### src/rtl/hbus_pkg.sv
package hbus_pkg;

    localparam int BUS_W  = 16;
    localparam int BYTE_W = BUS_W / 2;
    localparam int IDX_W  = 8;

    localparam logic [IDX_W-1:0] IDX_ADDR_LO = 8'hC0;
    localparam logic [IDX_W-1:0] IDX_ADDR_HI = 8'hC1;
    localparam logic [IDX_W-1:0] IDX_START   = 8'hC4;
    localparam logic [IDX_W-1:0] IDX_MODE    = 8'hC6;

    localparam int MODE_WORD_BIT = 0;
    localparam int MODE_BE_BIT   = 1;

    typedef enum logic [1:0] {
        CY_IDLE,
        CY_STROBE,
        CY_DONE
    } cy_state_t;

    typedef enum logic {
        BR_OFF,
        BR_ARMED
    } br_state_t;

    typedef struct packed {
        logic              is_cmd;
        logic [1:0]        lanes;
        logic [BUS_W-1:0]  data;
    } bus_ev_t;

endpackage

### src/rtl/hbus_sync.sv
module hbus_sync #(
    parameter int              W       = 1,
    parameter int              STAGES  = 2,
    parameter logic [W-1:0]    RST_VAL = '0
) (
    input  logic         clk,
    input  logic         rst_n,
    input  logic [W-1:0] din,
    output logic [W-1:0] dout
);

    logic [STAGES-1:0][W-1:0] chain;

    always_ff @(posedge clk or negedge rst_n) begin
        if (!rst_n) begin
            chain <= {STAGES{RST_VAL}};
        end else begin
            chain <= {chain[STAGES-2:0], din};
        end
    end

    assign dout = chain[STAGES-1];

endmodule

### src/rtl/hbus_cycle_fsm.sv
module hbus_cycle_fsm
    import hbus_pkg::*;
(
    input  logic             clk,
    input  logic             rst_n,
    input  logic             cs_n,
    input  logic             dc,
    input  logic             wr_hi_n,
    input  logic             wr_lo_n,
    input  logic [BUS_W-1:0] data,
    output logic             ev_valid,
    output bus_ev_t          ev
);

    cy_state_t  state;
    cy_state_t  state_nx;
    logic [1:0] live;

    // qualified strobes: bit 1 upper lane, bit 0 lower lane
    assign live = {~wr_hi_n, ~wr_lo_n} & {2{~cs_n}};

    always_ff @(posedge clk or negedge rst_n) begin
        if (!rst_n) begin
            state <= CY_IDLE;
        end else begin
            state <= state_nx;
        end
    end

    always_comb begin
        state_nx = state;
        unique case (state)
            CY_IDLE:   if (|live)  state_nx = CY_STROBE;
            CY_STROBE: if (!(|live)) state_nx = CY_DONE;
            CY_DONE:   state_nx = CY_IDLE;
            default:   state_nx = CY_IDLE;
        endcase
    end

    always_ff @(posedge clk or negedge rst_n) begin
        if (!rst_n) begin
            ev <= '0;
        end else begin
            unique case (state)
                CY_IDLE: begin
                    if (|live) begin
                        ev.is_cmd <= ~dc;
                        ev.lanes  <= live;
                        ev.data   <= data;
                    end
                end
                CY_STROBE: begin
                    if (|live) begin
                        ev.is_cmd <= ~dc;
                        ev.lanes  <= ev.lanes | live;
                        ev.data   <= data;
                    end
                end
                default: ;
            endcase
        end
    end

    assign ev_valid = (state == CY_DONE);

endmodule

### src/rtl/hbus_steer.sv
module hbus_steer
    import hbus_pkg::*;
(
    input  logic [1:0]       lanes,
    input  logic [BUS_W-1:0] data,
    input  logic             word_mode,
    input  logic             big_endian,
    output logic             accept,
    output logic [1:0]       be,
    output logic [BUS_W-1:0] wdata,
    output logic [1:0]       step
);

    logic [1:0]        lanes_eff;
    logic [BYTE_W-1:0] lo_byte;
    logic [BYTE_W-1:0] hi_byte;

    assign lo_byte = data[BYTE_W-1:0];
    assign hi_byte = data[BUS_W-1:BYTE_W];

    always_comb begin
        if (word_mode) begin
            accept    = lanes[0];
            lanes_eff = 2'b11;
        end else begin
            accept    = |lanes;
            lanes_eff = lanes;
        end

        if (lanes_eff == 2'b11) begin
            be    = 2'b11;
            step  = 2'd2;
            wdata = big_endian ? {lo_byte, hi_byte} : {hi_byte, lo_byte};
        end else begin
            be    = 2'b01;
            step  = 2'd1;
            wdata = {{BYTE_W{1'b0}}, (lanes_eff[0] ? lo_byte : hi_byte)};
        end
    end

endmodule

### src/rtl/hbus_ctrl.sv
module hbus_ctrl
    import hbus_pkg::*;
#(
    parameter int AW = 16
) (
    input  logic             clk,
    input  logic             rst_n,
    input  logic             ev_valid,
    input  bus_ev_t          ev,
    output logic             mem_we,
    output logic [AW-1:0]    mem_addr,
    output logic [BUS_W-1:0] mem_wdata,
    output logic [1:0]       mem_be,
    output logic             burst_armed,
    output logic             word_mode,
    output logic [AW-1:0]    ptr,
    output logic [15:0]      addr_reg
);

    br_state_t          br_state;
    br_state_t          br_nx;
    logic [IDX_W-1:0]   index;
    logic [1:0]         mode_reg;
    logic               is_start;

    logic               st_accept;
    logic [1:0]         st_be;
    logic [BUS_W-1:0]   st_wdata;
    logic [1:0]         st_step;

    assign is_start = (ev.data[IDX_W-1:0] == IDX_START);

    hbus_steer u_steer (
        .lanes      (ev.lanes),
        .data       (ev.data),
        .word_mode  (mode_reg[MODE_WORD_BIT]),
        .big_endian (mode_reg[MODE_BE_BIT]),
        .accept     (st_accept),
        .be         (st_be),
        .wdata      (st_wdata),
        .step       (st_step)
    );

    always_ff @(posedge clk or negedge rst_n) begin
        if (!rst_n) begin
            br_state <= BR_OFF;
        end else begin
            br_state <= br_nx;
        end
    end

    always_comb begin
        br_nx = br_state;
        unique case (br_state)
            BR_OFF:   if (ev_valid && ev.is_cmd && is_start)  br_nx = BR_ARMED;
            BR_ARMED: if (ev_valid && ev.is_cmd && !is_start) br_nx = BR_OFF;
            default:  br_nx = BR_OFF;
        endcase
    end

    always_ff @(posedge clk or negedge rst_n) begin
        if (!rst_n) begin
            mem_we    <= 1'b0;
            mem_addr  <= '0;
            mem_wdata <= '0;
            mem_be    <= '0;
            index     <= '0;
            mode_reg  <= '0;
            addr_reg  <= '0;
            ptr       <= '0;
        end else begin
            mem_we <= 1'b0;
            if (ev_valid) begin
                if (ev.is_cmd) begin
                    index <= ev.data[IDX_W-1:0];
                    if (is_start) begin
                        ptr <= addr_reg[AW-1:0];
                    end
                end else if (br_state == BR_ARMED) begin
                    if (st_accept) begin
                        mem_we    <= 1'b1;
                        mem_addr  <= ptr;
                        mem_wdata <= st_wdata;
                        mem_be    <= st_be;
                        ptr       <= ptr + AW'(st_step);
                    end
                end else begin
                    case (index)
                        IDX_ADDR_LO: addr_reg[7:0]  <= ev.data[7:0];
                        IDX_ADDR_HI: addr_reg[15:8] <= ev.data[7:0];
                        IDX_MODE:    mode_reg       <= ev.data[1:0];
                        default: ;
                    endcase
                end
            end
        end
    end

    assign burst_armed = (br_state == BR_ARMED);
    assign word_mode   = mode_reg[MODE_WORD_BIT];

endmodule

### src/rtl/hbus_burst_port.sv
module hbus_burst_port
    import hbus_pkg::*;
#(
    parameter int AW          = 16,
    parameter int SYNC_STAGES = 2
) (
    input  logic          clk,
    input  logic          rst_n,
    input  logic          bus_cs_n,
    input  logic          bus_dc,
    input  logic          bus_wr_hi_n,
    input  logic          bus_wr_lo_n,
    input  logic [15:0]   bus_data,
    output logic          mem_we,
    output logic [AW-1:0] mem_addr,
    output logic [15:0]   mem_wdata,
    output logic [1:0]    mem_be
);

    localparam int SW = BUS_W + 4;
    localparam logic [SW-1:0] SYNC_RST = {4'b1111, {BUS_W{1'b0}}};

    logic [SW-1:0]    raw;
    logic [SW-1:0]    synced;
    logic             s_cs_n;
    logic             s_dc;
    logic             s_wr_hi_n;
    logic             s_wr_lo_n;
    logic [BUS_W-1:0] s_data;

    logic             ev_valid;
    bus_ev_t          ev;

    logic             burst_armed;
    logic             word_mode;
    logic [AW-1:0]    ptr;
    logic [15:0]      addr_reg;

    assign raw = {bus_cs_n, bus_dc, bus_wr_hi_n, bus_wr_lo_n, bus_data};

    hbus_sync #(
        .W       (SW),
        .STAGES  (SYNC_STAGES),
        .RST_VAL (SYNC_RST)
    ) u_sync (
        .clk  (clk),
        .rst_n(rst_n),
        .din  (raw),
        .dout (synced)
    );

    assign {s_cs_n, s_dc, s_wr_hi_n, s_wr_lo_n, s_data} = synced;

    hbus_cycle_fsm u_cycle (
        .clk      (clk),
        .rst_n    (rst_n),
        .cs_n     (s_cs_n),
        .dc       (s_dc),
        .wr_hi_n  (s_wr_hi_n),
        .wr_lo_n  (s_wr_lo_n),
        .data     (s_data),
        .ev_valid (ev_valid),
        .ev       (ev)
    );

    hbus_ctrl #(
        .AW (AW)
    ) u_ctrl (
        .clk         (clk),
        .rst_n       (rst_n),
        .ev_valid    (ev_valid),
        .ev          (ev),
        .mem_we      (mem_we),
        .mem_addr    (mem_addr),
        .mem_wdata   (mem_wdata),
        .mem_be      (mem_be),
        .burst_armed (burst_armed),
        .word_mode   (word_mode),
        .ptr         (ptr),
        .addr_reg    (addr_reg)
    );

endmodule

### config.mk
export PLATFORM = sky130hd
export DESIGN_NAME = hbus_burst_port
export DESIGN_NICKNAME = d
export VERILOG_FILES = /design/src/rtl/hbus_pkg.sv /design/src/rtl/hbus_sync.sv /design/src/rtl/hbus_cycle_fsm.sv /design/src/rtl/hbus_steer.sv /design/src/rtl/hbus_ctrl.sv /design/src/rtl/hbus_burst_port.sv
export SDC_FILE = /design/constraint.sdc
export NUM_CORES = 1
export LEC_CHECK = 0
export ABC_AREA = 1
export BUFFER_PORTS_ARGS = -buffer_cell sky130_fd_sc_hd__buf_2
export CAP_MARGIN = 20
export CORE_ASPECT_RATIO = 2
export CORE_UTILIZATION = 45
export DETAILED_ROUTE_END_ITERATION = 10
export PLACE_DENSITY = 0.66
export SYNTH_ARGS = -nofsm -noshare
export SYNTH_HDL_FRONTEND = slang
export SYNTH_SLANG_ARGS = --single-unit
### constraint.sdc
create_clock -name clk -period 2.8 [get_ports clk]
set_input_delay 0.14 -clock clk [delete_from_list [all_inputs] [get_ports clk]]
set_output_delay 0.14 -clock clk [all_outputs]
set_load 0.03 [all_outputs]
# [After elaboration in Yosys (flattened, before gate mapping)]
# Cells that the tools add are included.
[totals] register_bits=139 elab_cells=78 output_inout_bits=35 inputBits=22
[op_classes] add_sub_neg=1 bitwise=8 n_eq_ne=11 n_mux=24 reduce_logical=18
[ops] cell="two-way mux 16 bit" n=6
[ops] cell="two-way mux 19 bit" n=2
[ops] cell="one-hot mux 19 bit (2 select lines)" n=1
[ops] cell="equality test 8 bit (second input constant)" n=4
[ops] cell="AND reduction 4 bit" n=5
[ops] cell="adder 16 x 2 -> 16 bit" n=1
[ops] cell="two-way mux 2 bit" n=5
[ops] cell="two-way mux 8 bit" n=1
[ops] cell="two-way mux 1 bit" n=7
[ops] cell="!= test 2 x 1 -> 1 bit (second input constant)" n=3
[ops] cell="inverter 1 bit" n=6
[ops] cell="nonzero test 2 bit" n=3
[ops] cell="equality test 2 bit (second input constant)" n=2
[ops] cell="one-hot mux 2 bit (2 select lines)" n=1
[ops] cell="AND reduction 2 bit" n=2
[ops] cell="OR reduction 2 bit" n=2
[ops] cell="logical AND 1 bit" n=3
[ops] cell="AND reduction 3 bit" n=1
[ops] cell="bitwise AND 2 bit" n=1
[ops] cell="equality test 2 x 1 -> 1 bit (second input constant)" n=1
[ops] cell="zero test 2 bit" n=1
[ops] cell="!= test 2 bit (second input constant)" n=1
[ops] cell="bitwise OR 2 bit" n=1
[ops] cell="one-hot mux 1 bit (2 select lines)" n=1
[ops] cell="zero test 1 bit" n=1

# [Depth between registers and ports, before layout]
[logic_depth] word_depth=7 mapped_depth=15 depth_no_buf=15

# [By module]
# A second synthesis with hierarchy kept.
[unflattened] cells_unflattened=722 area_unflattened_um2=6093.3
[by_module_without_submodules] module="hbus_ctrl" seq_area_each_um2=1951.9 n_inst=1 area_per_inst_um2=3558.4 cells_per_inst=448
[by_module_without_submodules] module="hbus_sync" seq_area_each_um2=1011.0 n_inst=1 area_per_inst_um2=1161.1 cells_per_inst=60
[by_module_without_submodules] module="hbus_cycle_fsm" seq_area_each_um2=525.5 n_inst=1 area_per_inst_um2=859.6 cells_per_inst=95
[by_module_without_submodules] module="hbus_steer" seq_area_each_um2=0.0 n_inst=1 area_per_inst_um2=514.2 cells_per_inst=119

# [Worst setup path after synthesis]
# No wires, ideal clock.
[synth_timing] path_kind="flip-flop to flip-flop" from="register u_ctrl.mode_reg[0]" to="register u_ctrl.ptr[12]" t_arrival_ns=2.248 slack_ns=0.435 synth_period_minus_slack_ns=2.365 path_buffers=0 path_stages_with_launch=15 setup_ns=0.117 path_cell_list="dfrtp_1 -> nor2_1 -> nor2_2 -> inv_2 -> ha_1 -> inv_1 -> fa_1 -> inv_1 -> nand2_1 -> nor2_2 -> nand3_1 -> nand2_1 -> nand3_1 -> nand2_1 -> nand2_1"
[synth_between] elab_chain_len=7
[synth_lines] item="start: declaration" line_no="hbus_ctrl.sv:23" source="logic [1:0] mode_reg;"
[synth_lines] item="start signal: assignment" line_no="hbus_ctrl.sv:91" source="IDX_MODE: mode_reg <= ev.data[1:0];"
[synth_lines] item="two-way mux 2 bit" line_no="hbus_steer.sv:22" source="if (word_mode) begin"
[synth_lines] item="equality test 2 bit" line_no="hbus_steer.sv:30" source="if (lanes_eff == 2'b11) begin"
[synth_lines] item="two-way mux 2 bit" line_no="hbus_steer.sv:30"
[synth_lines] item="adder 16 x 2 -> 16 bit" line_no="hbus_ctrl.sv:85" source="ptr <= ptr + AW'(st_step);"
[synth_lines] item="two-way mux 16 bit" line_no="hbus_ctrl.sv:80" source="if (st_accept) begin"
[synth_lines] item="two-way mux 16 bit" line_no="hbus_ctrl.sv:79" source="end else if (br_state == BR_ARMED) begin"
[synth_lines] item="two-way mux 16 bit" line_no="hbus_ctrl.sv:74" source="if (ev.is_cmd) begin"
[synth_lines] item="end signal: assignment" line_no="hbus_ctrl.sv:77" source="ptr <= addr_reg[AW-1:0];"
[synth_lines] item="end signal: assignment" line_no="hbus_ctrl.sv:85"
[synth_lines] item="end: declaration" line_no="hbus_ctrl.sv:16" source="output logic [AW-1:0] ptr,"
# Several ways; a longest one is shown, not always the timed one. The select of a mux whose other input is x is not followed.
# A chain may end at the register's enable or synchronous reset.

# [Final worst setup path]
[layout_timing] from="register u_ctrl.mode_reg[0]" to="register u_ctrl.ptr[14]"
# Same word-level chain as after synthesis.

==> results.md <==
* Outcome: finished clean
* R2r setup slk at 290 ps
* Max incr delay on CP at 410 ps
* Slowest-stage cell, CP: dfrtp_1
* Residual DRC count at 0
* Most used flip-flop cell after synthesis: dfrtp_1
* # IOs at 57
* Multi-input logic area at 1930 sq um
* Core Util, Final at 56.3%
* Final hold violations at 0
* Max Fclk at 398 MHz
* Async SR Flop Fraction at 100%
* Filler Cell Count at 1148
* CTS Buf Count at 17
* Worst Path Required at 3100 ps
* CP Cell Sequence: nor2_1 -> nor2_2 -> inv_2 -> ha_1 -> inv_1 -> fa_1 -> inv_1 -> nand2_1 -> nor2_2 -> nand3_1 -> nand2_1 -> nand3_1 -> nand2_1 -> nand2_1
* Worst slack at placement at 345 ps
* Synth-to-layout area growth at 21.3%
* Die height at around 160 microns
* H-tree Lvls at 4
* Largest net degree at the start of global routing at 60
* Post-synth cell types at 34
* Post-synthesis sequential area ratio at 61.2%
* Top-count cell post-synth: nand2_1
* CTS tree: built
* Initial Utilization at 46.4%
* VDD IR max at 498 uV
* Period utilization at between 80% and 90%
* Initial antenna violation count at 0
* Dominant cells by area after synthesis: dfrtp_1, nand2_1, o21ai_0, dfstp_2, o21ai_1
* Wire length per cell at 14.3 microns
* Setup TNS at 0 ps
* Resize count post-CTS at 0
* Overall Global Routing Usage at 20.7%
* Worst Path Buf+Inv at 3
* Worst-Skew Late Latency at 410 ps
* Post-synth top area cell: dfrtp_1
* Vias in the first global route at 4332
* Cells after DPL at 796
* Clock Path Buffers at 2
* Worst-case clock skew at about 8.9 ps
* First-pass GRT wire length at 20100 microns
* Reg2reg end: u_ctrl.ptr[14]
* Max FO, Critical Path at 9
* Pre-Repair DR Iteration Count at 5
* Min Hold Slack at 240 ps
* Arr. time, crit path at 2810 ps
* Final nets at roughly 710
* Buffers added on ports at 56
* Syn Std Cell Area at 5700 sq um
* Die area at 13100 sq um
* Non-Filler Instances at 849
* Final HPWL DP at 8500 microns
* Post-CTS setup buffers at 0
* Leading post-synthesis cells by instance count: nand2_1, dfrtp_1, o21ai_0
* Delay-heaviest family, CP: simple AND/OR/NAND/NOR gates
* Core Box Area at 12300 sq um
* Setup CP Type: flip-flop to flip-flop
* Syn avg cell area at 9.40 sq um
* Via density at 5.10
* Cells after synthesis at around 610
* Slew @ Worst Pin at 717 ps
* Crit. End Element: flip-flop
* Leakage at 3.40 nW
* Final worst slack at ~290 ps
* Total gr overflow at 0
* Routed Antenna Nets at 0
* # setup viols final at 0
* Slew HR at between 50% and 60%
* Synthesized flop and latch total at 139
* R2r startpoint: u_ctrl.mode_reg[0]
* Crit. path cell count at 14
* Ant diodes at 0
* CTS Hold Bufs at 21
* Synthesis Warnings at 0
* Vias after detailed routing at 4330
* Post-synth EDFFs at 0
* Fin crit period at 2510 ps
* Reg2reg path depth at 14
* Max Slew Vio Count at 0
* Pwr dens at 717 nW/um^2
* RSZ-0062 raised after global routing: false
* Max Cap Violations at 0
* Post-Syn Nets at 631
* DR iter-0 viols at 229
* Tightest Hold Check Type: input port to async pin
* Clock Sinks at 139
* CTS root buf: clkbuf_16
* Clock slew at reported path FFs at 60 ps
* Synth top area share at 57.6%
* Layout cells sized above 1 at 21.1%
* Final GP Congestion at 0.868
* Final wirelength at 12200 microns
* Reg area at 3490 sq um
* Cell mode on critical path: nand2_1
* Die Wd at 81.6 microns
* Startpoint Class: flip-flop
* Row count at 57
[metal layers]
metal  wire length (microns)  up-vias  GRT usage (%)
met5                       0        -              0
met4                     786        0           15.7
met3                     318       42           3.62
met2                    6530      112           35.5
met1                    4530     2065           21.5
li1                        -     2111              -
[cell families after synthesis]
kind of cell / share of synthesized area (%)
AND/OR/NAND/NOR: 21.8
flip-flops: 61.2
AO/OA/AOI/OAI: 11.1
buffers and inverters: 4.92
adder cells (fa/ha/maj): 0.791
multiplexers: 0.176
[power breakdown]
| group | total, mW | leakage [nW] | switching (mW) | internal [mW] |
|---|---|---|---|---|
| logic | 0.472 | 1.31 | 0.315 | 0.157 |
| registers | 2.25 | 1.80 | 0.0943 | 2.15 |
| clock network | 2.23 | 0.290 | 0.877 | 1.35 |
| total | 4.95 | 3.40 | 1.29 | 3.66 |
[stage by stage]
stage / area [sq um] / power (mW)
floorplan: 5700 / 2.56
global placement: 6100 / 2.71
detailed placement: 6100 / 2.73
CTS: 6910 / 4.99
global route: 6910 / 5.16
finish: 6910 / 4.95
[cells in the final DEF (no fill, tap or decap), types with 16 or more instances in the layout]
master | Yosys | routed
nand2_1 | 206 | 206
dfrtp_1 | 131 | 131
buf_2 | 11 | 55
o21ai_0 | 43 | 43
nor2_1 | 34 | 34
inv_1 | 34 | 34
o21ai_1 | 34 | 34
nand3_1 | 25 | 25
dlygate4sd3_1 | 0 | 21
clkbuf_16 | 0 | 17
o21ai_2 | 16 | 16
[worst register-to-register path, stage by stage (launching register included)]
cell	delay, ps
dfrtp_1	410
nor2_1	210
nor2_2	130
inv_2	110
ha_1	160
inv_1	60
fa_1	400
inv_1	70
nand2_1	100
nor2_2	340
nand3_1	130
nand2_1	80
nand3_1	60
nand2_1	80
nand2_1	50
[how the worst max path moves through the flow]
stage	to	startpoint
floorplan	u_ctrl.ptr[12]	u_ctrl.mode_reg[0]
global placement	u_ctrl.ptr[8]	u_ctrl.mode_reg[0]
detailed placement	u_ctrl.ptr[6]	u_ctrl.mode_reg[0]
CTS	u_ctrl.ptr[10]	u_ctrl.mode_reg[0]
global route	u_ctrl.ptr[6]	u_ctrl.mode_reg[0]
finish	u_ctrl.ptr[14]	u_ctrl.mode_reg[0]
[layout make-up]
| type | instances | area share [%] |
|---|---|---|
| timing repair buffer | 84 | 7.95 |
| tap | 147 | 2.66 |
| clock buffer | 18 | 6.36 |
| clock inverter | 14 | 2.28 |
| sequential | 139 | 50.5 |
| inverter | 43 | 2.34 |
| multi-input combinational | 404 | 27.9 |
Power figures use the tool's default switching activity.
